--- src/rtl/xcvr_pkg.sv ---
package xcvr_pkg;
  typedef enum logic {
    DIR_DP2SE = 1'b0,
    DIR_SE2DP = 1'b1
  } dir_e;
endpackage

--- src/rtl/xcvr_diff_rx.sv ---
module xcvr_diff_rx #(
  parameter int W = 4
) (
  input  logic [W-1:0] t_i,
  input  logic [W-1:0] c_i,
  output logic [W-1:0] bit_o,
  output logic [W-1:0] ok_o
);
  // true leg carries the level; legs must disagree to be trusted
  assign bit_o = t_i;
  assign ok_o  = t_i ^ c_i;
endmodule

--- src/rtl/xcvr_hold_bit.sv ---
module xcvr_hold_bit (
  input  logic clk,
  input  logic rst_n,
  input  logic le_i,
  input  logic ok_i,
  input  logic d_i,
  output logic view_o
);
  logic q;
  logic cap;

  assign cap = ~le_i & ok_i;

  always_ff @(posedge clk) begin
    if (!rst_n)   q <= 1'b0;
    else if (cap) q <= d_i;
  end

  // transparent bypass when sampling, stored value otherwise
  assign view_o = cap ? d_i : q;
endmodule

--- src/rtl/quad_xcvr.sv ---
module quad_xcvr
  import xcvr_pkg::*;
#(
  parameter int LANES = 4
) (
  input  logic             clk,
  input  logic             rst_n,
  input  logic             dir_i,
  input  logic             oe_i,
  input  logic             le_i,
  input  logic [LANES-1:0] dp_t_i,
  input  logic [LANES-1:0] dp_c_i,
  output logic [LANES-1:0] dp_t_o,
  output logic [LANES-1:0] dp_c_o,
  output logic [LANES-1:0] dp_cut_o,
  output logic [LANES-1:0] dp_bad_o,
  input  logic [LANES-1:0] se_i,
  output logic [LANES-1:0] se_o,
  output logic [LANES-1:0] se_oe_o
);
  localparam logic [LANES-1:0] ZEROS = '0;

  dir_e             dir;
  logic             dp_drive;
  logic             se_drive;
  logic [LANES-1:0] rx_bit;
  logic [LANES-1:0] rx_ok;
  logic [LANES-1:0] dp_view;
  logic [LANES-1:0] se_view;

  assign dir      = dir_e'(dir_i);
  assign dp_drive = oe_i & (dir == DIR_SE2DP);
  assign se_drive = oe_i & (dir == DIR_DP2SE);

  xcvr_diff_rx #(.W(LANES)) u_rx (
    .t_i  (dp_t_i),
    .c_i  (dp_c_i),
    .bit_o(rx_bit),
    .ok_o (rx_ok)
  );

  for (genvar g = 0; g < LANES; g++) begin : g_lane
    xcvr_hold_bit u_dp_hold (
      .clk   (clk),
      .rst_n (rst_n),
      .le_i  (le_i),
      .ok_i  (rx_ok[g]),
      .d_i   (rx_bit[g]),
      .view_o(dp_view[g])
    );
    xcvr_hold_bit u_se_hold (
      .clk   (clk),
      .rst_n (rst_n),
      .le_i  (le_i),
      .ok_i  (1'b1),
      .d_i   (se_i[g]),
      .view_o(se_view[g])
    );
  end

  assign dp_t_o   = dp_drive ? se_view  : ZEROS;
  assign dp_c_o   = dp_drive ? ~se_view : ZEROS;
  assign dp_cut_o = {LANES{~dp_drive}};
  assign dp_bad_o = ~rx_ok;
  assign se_o     = se_drive ? dp_view  : ZEROS;
  assign se_oe_o  = {LANES{se_drive}};
endmodule

--- config.mk ---
export PLATFORM = sky130hd
export DESIGN_NAME = quad_xcvr
export DESIGN_NICKNAME = d
export VERILOG_FILES = /design/src/rtl/xcvr_pkg.sv /design/src/rtl/xcvr_diff_rx.sv /design/src/rtl/xcvr_hold_bit.sv /design/src/rtl/quad_xcvr.sv
export SDC_FILE = /design/constraint.sdc
export NUM_CORES = 1
export LEC_CHECK = 0
export ABC_CLOCK_PERIOD_IN_PS = 1400
export BUFFER_PORTS_ARGS = -buffer_cell sky130_fd_sc_hd__buf_2
export CORE_UTILIZATION = 37
export DETAILED_ROUTE_END_ITERATION = 10
export PLACE_DENSITY_LB_ADDON = 0.08
export SETUP_SLACK_MARGIN = 0.5
export SYNTH_ARGS = -nofsm -noshare
export SYNTH_HDL_FRONTEND = slang
export SYNTH_SLANG_ARGS = --single-unit
--- constraint.sdc ---
create_clock -name clk -period 1.4 [get_ports clk]
set_clock_uncertainty 0.2 [all_clocks]
set_input_delay 0.07 -clock clk [delete_from_list [all_inputs] [get_ports clk]]
set_output_delay 0.07 -clock clk [all_outputs]
set_load 0.005 [all_outputs]
==> impl_metrics.py <==
metrics = {
    "sta": {
        "setup_viol": 0,
        "grt_setup_unrepaired": "true",
        "whs_ps": -88.47,
        "worst_slew_margin_rel_pct": 82.81,
        "period_minus_slack_ps": 1341,
        "finalCritPeriodShare_pct": 95.78,
        "hold_violations": 8,
        "worstMarginPinSlew_ps": 250.6,
        "fin_setup_tns_ps": 0,
        "maxSlewViolCount": 0,
        "fmax_mhz": 745.7,
    },
    "synthesis": {
        "yosysSeqAreaShare_pct": 30.92,
        "synth_compound_area_share_pct": 13.53,
        "synthAdderAreaFrac_pct": 0,
        "synthMuxAreaShare_pct": 7.729,
        "yosys_warnings": 0,
        "synth_top_family_by_area": "simple AND/OR/NAND/NOR gates",
        "synthesis.area_um2": 518.0,
        "synth.ff_latch_count": 8,
        "synth_area_per_cell_um2": 8.780,
        "synthFlopType": "dfxtp_1",
        "synthCells": 59,
        "synth_edf_count": 0,
        "yosys.area_share.simple_pct": 28.02,
        "ys_types": 14,
        "yosysTopAreaCell": "dfxtp_1",
        "synthXorXnorAreaFrac_pct": 6.763,
        "async_reset_ff_share_pct": 0,
        "synth_top_area_share_pct": 30.92,
        "yosys-top-cells-area": "dfxtp_1, buf_4, nor2b_1",
        "yosys-top-cells-count": "dfxtp_1, nor2_1, nor2b_1",
        "syn_nets": 76,
    },
    "final_layout": {
        "instances_no_fill": 113,
        "drive_above_1_share_pct": 57.14,
        "diodes": 0,
        "seq_area_um2": 162.7,
        "finalNetCount": 117,
        "nFillCells": 126,
        "areaGrowthSynthToFinish_pct": 44.20,
        "multi_input_area_um2": 305.3,
        "fin_util_pct": 57.40,
    },
    "power": {
        "leakagePower_nw": 0.3945,
        "fin_total_pwr_w": 0.0006000,
        "ir_drop_mv": 0.5307,
        "pwr_density_cell_nw_per_um2": 803.3,
    },
    "worst_setup_path": {
        "crit_type": "reg -> out",
        "worstSetupStartpointType": "flop",
        "end_kind": "primary output",
        "critPathMaxStageDelay_ps": 320,
        "crit_chain": "o21bai_1, a22oi_2, nor2_1, buf_2",
        "cp_max_fo": 2,
        "crit_required_ps": 1130,
        "arrival_ps": 1070,
        "cpMaxStageDelayCell": "dfxtp_2",
    },
    "routing": {
        "drtIter0Drc": 1,
        "vias_per_cell": 4.460,
        "routedWlPerCell_um": 9.354,
        "drc": 0,
        "vias": 504,
        "wirelength_mm": 1.057,
        "first_pass_iters": 2,
        "detail-route-antenna-nets": 0,
    },
    "die": {
        "std_cell_rows": 13,
        "ioPinCount": 41,
        "die_w_um": 39.42,
        "die-height_um": 39.42,
        "start_util_pct": 39.81,
        "core-area_um2": 1301,
        "die_area_um2": 1554,
    },
    "cts": {
        "clk_path_buf_depth": 2,
        "numCtsBuffers": 3,
        "clock-root-buffer": "clkbuf_4",
        "cts_tree": "yes",
        "htreeDepth": 1,
        "insertion_delay_ps": 250,
        "path_clk_slew_ps": 60,
        "cts_num_sinks": 8,
    },
    "global_routing": {
        "antenna_found_initial": 0,
        "grt_pass1_wl_mm": 1.290,
        "grt.overflow.total": 0,
        "first_global_vias": 315,
        "track_usage_pct": 13.21,
        "grt_start_max_net_pins": 13,
    },
    "place": {
        "port_buffers": 40,
        "routabilityCongestion": 0.6126,
        "dp.cells": 106,
        "hpwl_um": 781.5,
    },
    "outcome": {
        "status": "finished with violations",
        "violations": "negative hold slack",
    },
    "job": {
        "cap_violations": 0,
    },
    "hold_path": {
        "hp-class": "in -> reg",
    },
}
per-layer routing:
layer  track usage (%)  part of all wire, %  vias up  wire [um]
met4             10.34                    0        0          0
li1                  -                    -      265          -
met5                 0                    0        -          0
met2             18.85                   50       20        528
met3             3.409                  7.6        0         80
met1             16.44                   42      219        448
layout by cell type (no fill, tap or decap):
cell type  count
nand2b_1       4
nand2b_2       1
nor2b_1        8
nor2_1         8
buf_6          1
mux2i_1        4
inv_2          1
clkbuf_4       3
a22oi_2        4
dfxtp_2        2
dfxtp_1        6
nand2_2        1
xnor2_1        4
and2b_1        4
buf_2         40
o21bai_1       4
buf_4          3
per-stage QoR:
stage	area [um^2]	hold slack, ps	worst slack [ps]
detailed placement	673.1	173.7	243.4
finish	747.0	-88.47	59.06
floorplan	518.0	-10.08	436.2
global placement	673.1	168.4	282.2
CTS	713.2	-91.90	42.17
global route	747.0	-88.82	-17.01
registers in the layout (all words and copies together), names as in the netlist:
name	flops
g_lane.u_dp_hold.q	4
g_lane.u_se_hold.q	4
cells by family after synthesis:
group | after synthesis
XOR/XNOR | 4
flip-flops | 8
buffers and inverters | 9
AND/OR/NAND/NOR | 26
multiplexers | 4
AO/OA/AOI/OAI | 8
timing repair:
| item | 4_1_cts | 5_1_grt |
|---|---|---|
| buffers inserted | 2 | 2 |
| resized for setup | 1 | 7 |
| pin swaps | 0 | 1 |
| setup endpoints to repair | 22 | 28 |
| endpoints found under the hold margin | 8 | 8 |
area by class of cell:
cell class	instances	area share, %
Multi-Input combinational cell	42	40.87
Timing Repair Buffer	44	31.32
Sequential cell	8	21.78
Clock buffer	3	3.015
Tap cell	15	2.513
Inverter	1	0.5025
worst paths after layout:
kind / start / end / slack [ps] / depth (start not counted)
worst max-delay path: g_lane[3].u_dp_hold.q / se_o[3] / 60 / 4
worst min-delay path: dp_t_i[1] / g_lane[1].u_dp_hold.q / -90 / 3
worst max register to register: g_lane[3].u_dp_hold.q / g_lane[3].u_dp_hold.q / 210 / 5
worst min register to register: g_lane[0].u_se_hold.q / g_lane[0].u_se_hold.q / 330 / 2
report_power, final:
group	internal [W]	total [W]	switching, W
Clock	0.0000980	0.000175	0.0000767
Combinational	0.0000996	0.000177	0.0000771
Sequential	0.000243	0.000249	0.00000553
Total	0.000441	0.000600	0.000159
worst max-delay path: cells and delay by family (launching register included):
family	cells	cell delay [ps]
buffers and inverters	1	120
flip-flops	1	320
AND/OR/NAND/NOR	1	60
AO/OA/AOI/OAI	2	320
(Power assumes the default switching activity.)
